--- src/rtl/asram_pkg.sv ---
package asram_pkg;

  typedef enum logic [2:0] {
    ST_PWRUP,
    ST_IDLE,
    ST_RD_SETUP,
    ST_RD_SAMPLE,
    ST_WR_SETUP,
    ST_WR_PULSE,
    ST_WR_RECOVER,
    ST_TURN
  } asram_state_e;

endpackage

--- src/rtl/asram_delay_cnt.sv ---
module asram_delay_cnt #(
  parameter int CNT_W     = 8,
  parameter int RESET_VAL = 0
) (
  input  logic             clk,
  input  logic             rst_n,
  input  logic             load,
  input  logic [CNT_W-1:0] load_val,
  output logic             expired
);

  logic [CNT_W-1:0] cnt_q;
  logic [CNT_W-1:0] cnt_d;

  always_comb begin
    cnt_d = cnt_q;
    if (load)
      cnt_d = load_val;
    else if (cnt_q != '0)
      cnt_d = cnt_q - 1'b1;
  end

  always_ff @(posedge clk or negedge rst_n) begin
    if (!rst_n)
      cnt_q <= CNT_W'(RESET_VAL);
    else
      cnt_q <= cnt_d;
  end

  assign expired = (cnt_q == '0);

endmodule

--- src/rtl/asram_lanes.sv ---
module asram_lanes #(
  parameter int LANES  = 4,
  parameter int LANE_W = 8,
  localparam int DW    = LANES * LANE_W
) (
  input  logic             clk,
  input  logic             rst_n,
  input  logic             cap_en,
  input  logic             drive_en,
  input  logic [LANES-1:0] lane_sel,
  input  logic [DW-1:0]    wdata,
  input  logic [DW-1:0]    dq_in,
  output logic [DW-1:0]    dq_out,
  output logic             dq_oe,
  output logic [DW-1:0]    rdata
);

  assign dq_out = wdata;
  assign dq_oe  = drive_en;

  for (genvar g = 0; g < LANES; g++) begin : g_lane
    logic [LANE_W-1:0] lane_q;

    always_ff @(posedge clk or negedge rst_n) begin
      if (!rst_n)
        lane_q <= '0;
      else if (cap_en)
        lane_q <= lane_sel[g] ? dq_in[g*LANE_W +: LANE_W] : '0;
    end

    assign rdata[g*LANE_W +: LANE_W] = lane_q;


    unsel_zero_chk: assert property (@(posedge clk) disable iff (!rst_n)
      (cap_en && !lane_sel[g]) |=> (rdata[g*LANE_W +: LANE_W] == '0));
  end

endmodule

--- src/rtl/asram_port_ctrl.sv ---
module asram_port_ctrl
  import asram_pkg::*;
#(
  parameter int AW           = 19,
  parameter int LANES        = 4,
  parameter int LANE_W       = 8,
  parameter int PWRUP_CYC    = 100000,
  parameter int RD_ACC_CYC   = 1,
  parameter int WR_SETUP_CYC = 1,
  parameter int WR_PULSE_CYC = 1,
  parameter int WR_HOLD_CYC  = 1,
  parameter int TURN_CYC     = 1
) (
  input  logic                     clk,
  input  logic                     rst_n,
  input  logic                     req_valid,
  output logic                     req_ready,
  input  logic                     req_write,
  input  logic [AW-1:0]            req_addr,
  input  logic [LANES*LANE_W-1:0]  req_wdata,
  input  logic [LANES-1:0]         req_mask,
  output logic                     rsp_done,
  output logic [LANES*LANE_W-1:0]  rsp_rdata,
  output logic [AW-1:0]            mem_addr,
  output logic                     mem_ce_n,
  output logic                     mem_oe_n,
  output logic                     mem_we_n,
  output logic [LANES-1:0]         mem_be_n,
  output logic [LANES*LANE_W-1:0]  mem_dq_out,
  output logic                     mem_dq_oe,
  input  logic [LANES*LANE_W-1:0]  mem_dq_in
);

  localparam int DW     = LANES * LANE_W;
  localparam int M1     = (RD_ACC_CYC > WR_SETUP_CYC) ? RD_ACC_CYC : WR_SETUP_CYC;
  localparam int M2     = (WR_PULSE_CYC > WR_HOLD_CYC) ? WR_PULSE_CYC : WR_HOLD_CYC;
  localparam int M3     = (M1 > M2) ? M1 : M2;
  localparam int M4     = (M3 > TURN_CYC) ? M3 : TURN_CYC;
  localparam int MAXLEN = (M4 > PWRUP_CYC) ? M4 : PWRUP_CYC;
  localparam int CNT_W  = $clog2(MAXLEN + 1);

  asram_state_e        state_q, state_d;
  logic [AW-1:0]       addr_q;
  logic [DW-1:0]       wdata_q;
  logic [LANES-1:0]    mask_q;
  logic                last_rd_q, last_rd_d;
  logic                done_q, done_d;
  logic                accept;
  logic                expired;
  logic                cnt_load;
  logic [CNT_W-1:0]    cnt_val;
  logic                in_read, in_write_bus, active;

  assign req_ready = (state_q == ST_IDLE);
  assign accept    = req_valid && req_ready;

  // Next-state logic
  always_comb begin
    state_d   = state_q;
    last_rd_d = last_rd_q;
    done_d    = 1'b0;
    unique case (state_q)
      ST_PWRUP:      if (expired) state_d = ST_IDLE;
      ST_IDLE:
        if (accept) begin
          if (!req_write)    state_d = ST_RD_SETUP;
          else if (last_rd_q) state_d = ST_TURN;
          else               state_d = ST_WR_SETUP;
          last_rd_d = !req_write;
        end
      ST_RD_SETUP:   if (expired) state_d = ST_RD_SAMPLE;
      ST_RD_SAMPLE:  begin state_d = ST_IDLE; done_d = 1'b1; end
      ST_TURN:       if (expired) state_d = ST_WR_SETUP;
      ST_WR_SETUP:   if (expired) state_d = ST_WR_PULSE;
      ST_WR_PULSE:   if (expired) state_d = ST_WR_RECOVER;
      ST_WR_RECOVER: if (expired) begin state_d = ST_IDLE; done_d = 1'b1; end
      default:       state_d = ST_IDLE;
    endcase
  end

  // Phase length loaded on every state change
  always_comb begin
    cnt_load = (state_d != state_q);
    unique case (state_d)
      ST_RD_SETUP:   cnt_val = CNT_W'(RD_ACC_CYC - 1);
      ST_TURN:       cnt_val = CNT_W'(TURN_CYC - 1);
      ST_WR_SETUP:   cnt_val = CNT_W'(WR_SETUP_CYC - 1);
      ST_WR_PULSE:   cnt_val = CNT_W'(WR_PULSE_CYC - 1);
      ST_WR_RECOVER: cnt_val = CNT_W'(WR_HOLD_CYC - 1);
      default:       cnt_val = '0;
    endcase
  end

  always_ff @(posedge clk or negedge rst_n) begin
    if (!rst_n) begin
      state_q   <= ST_PWRUP;
      last_rd_q <= 1'b0;
      done_q    <= 1'b0;
    end else begin
      state_q   <= state_d;
      last_rd_q <= last_rd_d;
      done_q    <= done_d;
    end
  end

  // Request capture, enabled only on acceptance
  always_ff @(posedge clk or negedge rst_n) begin
    if (!rst_n) begin
      addr_q  <= '0;
      wdata_q <= '0;
      mask_q  <= '0;
    end else if (accept) begin
      addr_q  <= req_addr;
      wdata_q <= req_wdata;
      mask_q  <= req_mask;
    end
  end

  asram_delay_cnt #(
    .CNT_W     (CNT_W),
    .RESET_VAL (PWRUP_CYC - 1)
  ) u_cnt (
    .clk      (clk),
    .rst_n    (rst_n),
    .load     (cnt_load),
    .load_val (cnt_val),
    .expired  (expired)
  );

  // Strobe decode
  assign in_read      = (state_q == ST_RD_SETUP) || (state_q == ST_RD_SAMPLE);
  assign in_write_bus = (state_q == ST_WR_PULSE) || (state_q == ST_WR_RECOVER);
  assign active       = in_read || in_write_bus || (state_q == ST_WR_SETUP);

  assign mem_addr = addr_q;
  assign mem_ce_n = !active;
  assign mem_oe_n = !in_read;
  assign mem_we_n = (state_q != ST_WR_PULSE);
  assign mem_be_n = active ? ~mask_q : '1;
  assign rsp_done = done_q;

  asram_lanes #(
    .LANES  (LANES),
    .LANE_W (LANE_W)
  ) u_lanes (
    .clk      (clk),
    .rst_n    (rst_n),
    .cap_en   (state_q == ST_RD_SAMPLE),
    .drive_en (in_write_bus),
    .lane_sel (mask_q),
    .wdata    (wdata_q),
    .dq_in    (mem_dq_in),
    .dq_out   (mem_dq_out),
    .dq_oe    (mem_dq_oe),
    .rdata    (rsp_rdata)
  );


  pwrup_quiet_chk: assert property (@(posedge clk) disable iff (!rst_n)
    (state_q == ST_PWRUP) |-> (mem_ce_n && mem_we_n && mem_oe_n && !req_ready));

  no_contention_chk: assert property (@(posedge clk) disable iff (!rst_n)
    !(mem_dq_oe && !mem_oe_n));

  we_drive_chk: assert property (@(posedge clk) disable iff (!rst_n)
    !mem_we_n |-> mem_dq_oe);

  data_hold_chk: assert property (@(posedge clk) disable iff (!rst_n)
    $rose(mem_we_n) |-> mem_dq_oe);

  we_in_select_chk: assert property (@(posedge clk) disable iff (!rst_n)
    !mem_we_n |-> (!mem_ce_n && mem_oe_n));

  addr_stable_chk: assert property (@(posedge clk) disable iff (!rst_n)
    (!mem_ce_n && $past(!mem_ce_n)) |-> ($stable(mem_addr) && $stable(mem_be_n)));

  done_pulse_chk: assert property (@(posedge clk) disable iff (!rst_n)
    rsp_done |=> !rsp_done);

  busy_after_accept_chk: assert property (@(posedge clk) disable iff (!rst_n)
    (req_valid && req_ready) |=> !req_ready);

endmodule

--- config.mk ---
export PLATFORM = sky130hd
export DESIGN_NAME = asram_port_ctrl
export DESIGN_NICKNAME = d
export VERILOG_FILES = /design/src/rtl/asram_pkg.sv /design/src/rtl/asram_delay_cnt.sv /design/src/rtl/asram_lanes.sv /design/src/rtl/asram_port_ctrl.sv
export SDC_FILE = /design/constraint.sdc
export NUM_CORES = 1
export LEC_CHECK = 0
export BUFFER_PORTS_ARGS = -buffer_cell sky130_fd_sc_hd__buf_2
export CORE_MARGIN = 3
export CORE_UTILIZATION = 30
export CTS_CLUSTER_SIZE = 28
export DETAILED_ROUTE_END_ITERATION = 8
export PLACE_DENSITY = 0.5
export SETUP_SLACK_MARGIN = 0.2
export SLEW_MARGIN = 20
export SYNTH_ARGS = -nofsm -noshare
export SYNTH_HDL_FRONTEND = slang
export SYNTH_HIERARCHICAL = 1
export SYNTH_SLANG_ARGS = --single-unit
export TNS_END_PERCENT = 10
--- constraint.sdc ---
create_clock -name clk -period 5.8 [get_ports clk]
set_input_delay 1.16 -clock clk [delete_from_list [all_inputs] [get_ports clk]]
set_output_delay 1.16 -clock clk [all_outputs]
set_load 0.01 [all_outputs]
Word level (Yosys, flattened, before mapping). Index checks and enable logic that the tools add are counted.

Register bits after elaboration: 109. Input port bits: 91. Output and inout bits: 93. Word-level logic and storage cells: 54.

Add/sub/neg operators: 1. Equal/unequal tests: 9. Mux-type cells: 18. Bitwise logic cells: 1. Reductions and logical operators: 14.

Operator list (count): $mux 17 (2); $mux 8 (4); $mux 3 (7); $pmux 3 s7 (1); $logic_not 17->1 (1); $reduce_bool 17->1 (1); $sub 17x1->17 const B (1); $eq 3x3->1 const B (4); $eq 3x2->1 const B (2); $logic_or 1x1->1 (4); $mux 4 (1); $not 4->4 (1); $eq 3x1->1 const B (1); $logic_not 1->1 (3); $logic_not 3->1 (1); $ne 3x3->1 (1); $ne 3x3->1 const B (1); $mux 2 (1); $pmux 1 s2 (1); $reduce_and 2->1 (1); $reduce_bool 2->1 (1); $reduce_or 2->1 (1); $logic_and 1x1->1 (1); $mux 1 (1).

Longest topological paths before layout. Gate-level depths: netlist (run 1).

Word-level depth: 6. Depth in mapped cells: 12. Depth with buffers taken out: 10.

Modules after synthesis. The synthesis (run 1) kept the hierarchy.

By module, submodules not included: asram_port_ctrl (instances 1, cells each 163, area each 2509.9 sq um, sequential area each 1501.4 sq um); asram_lanes (instances 1, cells each 172, area each 1580.3 sq um, sequential area each 800.8 sq um); asram_delay_cnt (instances 1, cells each 109, area each 1046.0 sq um, sequential area each 437.9 sq um).

Least setup slack after synthesis (run 1). No wires, ideal clock.

Path kind: register to register. Start: register u_cnt.cnt_q[0]. End: register u_cnt.cnt_q[11]. Library setup time: 0.136 ns. Arrival: 2.487 ns. Required time: 5.664 ns. Setup slack: 3.177 ns. Stages on the path, launching flop included: 12. Path buffers: 3. Period minus slack after synthesis: 2.623 ns. Cells stage by stage: dfstp_2 -> inv_1 -> ha_1 -> nor4b_1 -> nand2b_1 -> nor3_2 -> buf_2 -> nand2_1 -> o21ai_0 -> clkbuf_1 -> clkbuf_1 -> o31ai_1.

Word-level cells in the longest chain between the ends: 5. Elaborated cells on any way between the ends: 13. Classes of those cells: 1 x add/sub; 1 x eq/ne; 8 x mux; 3 x reduce/logical.

Ends and longest elaborated chain: start, declared (line asram_delay_cnt.sv:12) `logic [CNT_W-1:0] cnt_q;`; start signal, assigned (line asram_delay_cnt.sv:25) `cnt_q <= CNT_W'(RESET_VAL);`; start signal, assigned (line asram_delay_cnt.sv:27) `cnt_q <= cnt_d;`; $logic_not 17->1 * (line asram_delay_cnt.sv:30) `assign expired = (cnt_q == '0);`; named net expired (line asram_port_ctrl.sv:49) `logic expired;`; $mux 3 (on tied branches); $pmux 3 s7 * (line asram_port_ctrl.sv:62) `unique case (state_q)`; $ne 3x3->1 * (line asram_port_ctrl.sv:83) `cnt_load = (state_d != state_q);`; named net cnt_load (line asram_port_ctrl.sv:50) `logic cnt_load;`; $mux 17 / $reduce_bool 2->1 (equally long branches).

The timed path passes the listed nets; every way through them passes the cells marked *. The select of a mux whose other input is x is not followed. A chain may end at the register's enable or synchronous reset.

Worst setup path after layout (run 1).
Start: register u_cnt.cnt_q[0]. End: register u_cnt.cnt_q[13].

Same word-level chain as after synthesis.

==> results.toml, run 1 <==
[hold_path]
hp-class = "reg -> reg"
min_from = "wdata_q[21]"
hold_path_end = "wdata_q[21]"
min_path_cells = 1

[worst_setup_path]
cpPeakStageDelay_ns = 0.65
reg2reg_depth = 11
reg2reg_slack_ns = 2.96
worstPathRequired_ns = 6.07
path_buf_inv = 3
crit_chain = "inv_1, ha_1, nor4b_1, nand2b_1, nor3_2, buf_4, nand2_1, o21ai_2, buf_4, o41ai_1, nor3b_1"
worst_path_max_delay_cell = "nor4b_1"
endpoint_kind = "register"
r2r-end = "u_cnt/cnt_q[13]"
crit_family = "simple AND/OR/NAND/NOR gates"
start_kind = "register"
worst-path-max-fanout = 36
r2r-start = "u_cnt/cnt_q[0]"
worstSetupPathType = "reg -> reg"
arrival_ns = 3.11
cpMostUsedCell = "buf_4"

[global_route]
grt_pass1_vias = 3521
grt-ovfl-total = 0
track_usage = 0.122
grt_max_degree = 65
grt_pass1_wl_mm = 18.2
antenna_found_initial = 0

[yosys]
synthTopCellsByArea = "dfrtp_1 (48%), mux2_4 (8.5%), buf_4 (5.1%)"
synth_largest_area_cell = "dfrtp_1"
netlist_area_um2 = 5140
syn_avg_cell_area_um2 = 11.6
ys_ff_latch = 109
yosysWarnings = 6
syn_inst = 444
synth_seq_area_share = 0.533
synth_edf_count = 0
ys_types = 50
synthArstFlopShare = 1.00
ys.flop_type = "dfrtp_1"
yosys.area.top_type_share = 0.482

[drt]
postRouteAntennaNets = 0
wire_per_inst_um = 14.1
dr.pass1.iters = 5
num_vias = 3619
route.detailed.drc = 0
vias_per_cell = 4.39
drtIter0Drc = 113
wl_mm = 11.6

[clock_tree]
cts_resized = 0
cts_buffers = 9
path_clk_slew_ns = 0.07
cts_hold_buf = 0
cts_tree = "built"
numClockSinks = 109
worstSkewPairLatency_ns = 0.35
clk_path_buf_depth = 2
h-tree-depth = 3
post-cts-setup-buffers = 0
cts_root_buf = "clkbuf_16"

[floorplan]
initial_core_util = 0.309
die_y_um = 137
coreArea_um2 = 16600
die_w_um = 137
die_area_um2 = 18700
num_rows = 47
io_pins = 184

[timing]
slew_headroom = 0.271
hold_viol_final = 0
max_clock_freq_ghz = 0.352
rsz0062_at_grt = "false"
maxSlewViolCount = 0
setup-violations-final = 0
fin_tns_setup_ns = 0
skew_ns = 0.00554
min_period_ns = 2.84
timing.final.crit_share = 0.489
worst_slew_pin_slew_ns = 1.09

[placed_design]
io_buffer_count = 183
dp_hpwl_mm = 8.22
post_dp_cell_area_um2 = 5990
place_congestion = 0.771

[pwr]
p_per_area_nw_per_um2 = 273
ir_drop_v = 0.000184
leakage_nw = 3.16

[finish]
area_growth_pct = 22.3
final_nets = 691
fillers = 1673
drive_gt1_frac = 0.450
diodes = 0
fin_area_um2 = 6280

[run_status]
run_status = "complete, no violations"

[job]
max_cap_violations = 0
-- how the worst max path moves through the flow --
| stage | from | to | slack [ns] | cells after the start |
|---|---|---|---|---|
| after global placement | u_cnt/cnt_q[0] | u_cnt/cnt_q[13] | 2.98 | 11 |
| final | u_cnt/cnt_q[0] | u_cnt/cnt_q[13] | 2.96 | 11 |
| after CTS | u_cnt/cnt_q[0] | u_cnt/cnt_q[13] | 2.93 | 11 |
| after floorplan | u_cnt/cnt_q[0] | u_cnt/cnt_q[11] | 3.18 | 11 |
| after global routing | u_cnt/cnt_q[0] | u_cnt/cnt_q[13] | 2.63 | 11 |
| after detailed placement | u_cnt/cnt_q[0] | u_cnt/cnt_q[13] | 2.95 | 11 |
-- flip-flops by register name, summed over array words and instances (netlist names) --
name	flops
mem_addr	19
rsp_done	1
state_q	3
u_cnt/cnt_q	17
wdata_q	32
last_rd_q	1
u_lanes/g_lane.lane_q	32
mask_q	4
-- final cells by class --
cell class | count | area, µm² | area share
Tap cell | 220 | 275 | 0.0438
Clock inverter | 5 | 41.3 | 0.00657
Timing Repair Buffer | 186 | 941 | 0.150
Sequential cell | 109 | 2740 | 0.436
Clock buffer | 11 | 243 | 0.0386
Multi-Input combinational cell | 256 | 1900 | 0.303
Inverter | 37 | 139 | 0.0221
-- per-stage QoR --
step | hold WS (ns) | util | cells | power [mW] | worst slack [ns]
after floorplan | 0.459 | - | 460 | 1.03 | 3.18
after global placement | 0.461 | 0.360 | 808 | 1.13 | 2.98
after detailed placement | 0.470 | 0.360 | 808 | 1.13 | 2.95
after CTS | 0.486 | 0.377 | 824 | 1.75 | 2.93
after global routing | 0.503 | 0.377 | 824 | 1.82 | 2.63
final | 0.483 | 0.377 | 824 | 1.71 | 2.96
-- placed cells by master, fill, tap and decap left out, drive strengths merged, types with 2 or more instances in the layout --
master | netlist | routed
a21boi | 3 | 3
a21oi | 4 | 4
and2 | 2 | 2
and3 | 2 | 2
buf | 48 | 186
clkbuf | 10 | 11
clkinvlp | 0 | 2
conb | 1 | 17
dfrtp | 99 | 99
dfstp | 10 | 10
inv | 37 | 40
mux2 | 56 | 56
nand2 | 28 | 28
nand2b | 5 | 5
nand3 | 33 | 33
nor2 | 9 | 9
nor2b | 2 | 2
nor3 | 5 | 5
nor4 | 5 | 5
nor4b | 2 | 2
o21ai | 38 | 38
o31ai | 14 | 14
or3 | 2 | 2
or4 | 2 | 2
xnor2 | 9 | 9
xor2 | 3 | 3
-- layer usage --
| metal | GRT usage | wire length (µm) | up-vias |
|---|---|---|---|
| li1 | - | - | 1769 |
| met2 | 0.197 | 5570 | 113 |
| met4 | 0.0438 | 276 | 0 |
| met1 | 0.155 | 4970 | 1719 |
| met5 | 0 | 0 | - |
| met3 | 0.0349 | 764 | 18 |
-- power breakdown --
group / total (mW) / internal [mW] / switching [mW]
sequential: 0.901 / 0.839 / 0.0615
combinational: 0.216 / 0.103 / 0.113
clock: 0.597 / 0.308 / 0.288
-- cells in the mapped netlist, types with 5 or more instances --
cell type  count
buf_4         35
buf_6          9
clkbuf_1       6
dfrtp_1       99
dfstp_2       10
inv_1         37
mux2_2        23
mux2_4        29
nand2_1       28
nand2b_1       5
nand3_1       33
nor2_1         9
o21ai_0        5
o21ai_1       33
o31ai_1       13
xnor2_1        9
-- cell families after synthesis --
| kind of cell | count (synthesis) | synth area share |
|---|---|---|
| compound gates | 66 | 0.0782 |
| simple gates | 103 | 0.109 |
| xor+xnor | 12 | 0.0205 |
| fa+ha+maj | 1 | 0.00244 |
| buf+inv | 95 | 0.110 |
| mux | 57 | 0.146 |
| other cells | 1 | 0.000730 |
| flops | 109 | 0.533 |
No activity file was read; power rests on OpenSTA's default activity.
==> run 2, diff against run 1 <==
==> constraint.sdc (replaced) <==
create_clock -name clk -period 2.9 [get_ports clk]
set_input_delay 0.58 -clock clk [delete_from_list [all_inputs] [get_ports clk]]
set_output_delay 0.58 -clock clk [all_outputs]
set_load 0.01 [all_outputs]
==> run 2 against run 1 <==
Non-clock buffer count is 5 higher; first-iteration DRC count is 92% higher; register-to-register slack worse by 2.4 ns; critical path depth is 1 lower; final area is 0.98% higher; count of clock-buffer cells in the layout is 1 lower.
==> results.toml, run 2 (synthesis gave the netlist of run 1 again) <==
[global_route]
grt_pass1_vias = 3552
grt-ovfl-total = 0
antenna_found_initial = 0
grt_max_degree = 65
grt_pass1_wl_mm = 18.4
track_usage = 0.125

[finish]
final_nets = 696
final_cells = 829
area_growth_pct = 23.5
fin_util = 0.381
diodes = 0
layout_commonest_cell = "buf_2"
drive_gt1_frac = 0.455
layout_common_cells = "buf_2 (182), dfrtp_1 (99), inv_1 (37)"

[clock_tree]
clk_path_buf_depth = 2
cts_resized = 0
worstSkewPairLatency_ns = 0.35
numClockSinks = 109
h-tree-depth = 3
path_clk_slew_ns = 0.07
cts_buffers = 9
post-cts-setup-buffers = 0
cts_root_buf = "clkbuf_16"
cts_hold_buf = 0
cts_tree = "built"

[drt]
route.detailed.drc = 0
drtIter0Drc = 217
num_vias = 3632
postRouteAntennaNets = 0
wire_per_inst_um = 14.1
vias_per_cell = 4.38
wl_mm = 11.7
dr.pass1.iters = 4

[timing]
rsz0062_at_grt = "false"
timing.final.crit_share = 0.804
max_clock_freq_ghz = 0.429
fin_tns_setup_ns = 0
worst_slew_pin_slew_ns = 0.892
maxSlewViolCount = 0
setup-violations-final = 0
skew_ns = 0.00709
hold_viol_final = 0
slew_headroom = 0.405
min_period_ns = 2.33

[worst_setup_path]
arrival_ns = 2.56
worstPathRequired_ns = 3.13
reg2reg_slack_ns = 0.57
endpoint_kind = "register"
r2r-start = "u_cnt/cnt_q[0]"
r2r-end = "u_cnt/cnt_q[12]"
worst-path-max-fanout = 25
start_kind = "register"
reg2reg_depth = 10
worstSetupPathType = "reg -> reg"
startpoint = "u_cnt/cnt_q[0]"

[pwr]
pwr-share-comb = 0.126
internal-power_mw = 2.57
clockPowerShare = 0.358
p_per_area_nw_per_um2 = 551
leakage_nw = 3.20
p_sw_frac = 0.265
ir_drop_v = 0.000289
switching_power_mw = 0.925
seqPwrFrac = 0.516

[floorplan]
coreArea_um2 = 16600
die_area_um2 = 18700
die_y_um = 137
io_pins = 184
initial_core_util = 0.309
num_rows = 47
die_w_um = 137

[job]
max_cap_violations = 0

[placed_design]
dp_hpwl_mm = 8.50
post-place-cells = 813
place_congestion = 0.772
io_buffer_count = 183

[hold_path]
hp-class = "in -> async"

[run_status]
run_status = "complete, no violations"
==> run 2: cell type report <==
| type | instances | area (µm²) |
|---|---|---|
| timing repair buffer | 191 | 991 |
| multi-input combinational | 256 | 1900 |
| clock buffer | 10 | 229 |
| fill | 1656 | 10300 |
| inverter | 37 | 139 |
| clock inverter | 6 | 70.1 |
| sequential | 109 | 2740 |
| tap | 220 | 275 |
==> run 2: worst max path at each step <==
stage                 endpoint  slack (ns)  cells after the start
6_report       u_cnt/cnt_q[12]        0.57                     10
3_5_place_dp   u_cnt/cnt_q[12]        0.61                     10
2_1_floorplan  u_cnt/cnt_q[11]        0.28                     11
4_1_cts        u_cnt/cnt_q[12]        0.57                     10
5_1_grt        u_cnt/cnt_q[13]        0.29                     10
3_3_place_gp   u_cnt/cnt_q[13]        0.65                     10
==> run 2: worst max-delay path: stages (launching register included) <==
cell      delay (ns)
dfstp_2         0.38
inv_1           0.08
ha_1            0.22
nor4b_1         0.25
buf_4           0.18
nand2b_1        0.09
nor3_2          0.16
nand2_1         0.09
o21ai_2         0.35
buf_4           0.32
o31ai_1         0.10
==> run 2: metal layers <==
layer / up-vias / GRT usage / routed length, µm
li1: 1783 / - / -
met1: 1714 / 0.165 / 5100
met2: 120 / 0.197 / 5630
met3: 15 / 0.0298 / 720
met4: 0 / 0.0499 / 258
met5: - / 0 / 0
==> run 2: per-stage QoR <==
stage	hold slack, ns	cell area [µm²]	setup WS (ns)	power, mW
final	0.275	6340	0.568	3.49
after floorplan	0.284	5200	0.277	2.06
after detailed placement	0.472	6040	0.606	2.28
after CTS	0.303	6340	0.574	3.56
after global placement	0.461	6040	0.655	2.27
after global routing	0.328	6340	0.290	3.70
==> run 2: power groups by stage <==
| stage | logic, mW | registers (mW) | clock network, mW |
|---|---|---|---|
| final | 0.439 | 1.80 | 1.25 |
| after floorplan | 0.243 | 1.82 | 0 |
| after detailed placement | 0.447 | 1.83 | 0 |
| after global routing | 0.502 | 1.82 | 1.37 |
| after global placement | 0.438 | 1.83 | 0 |
| after CTS | 0.448 | 1.80 | 1.31 |
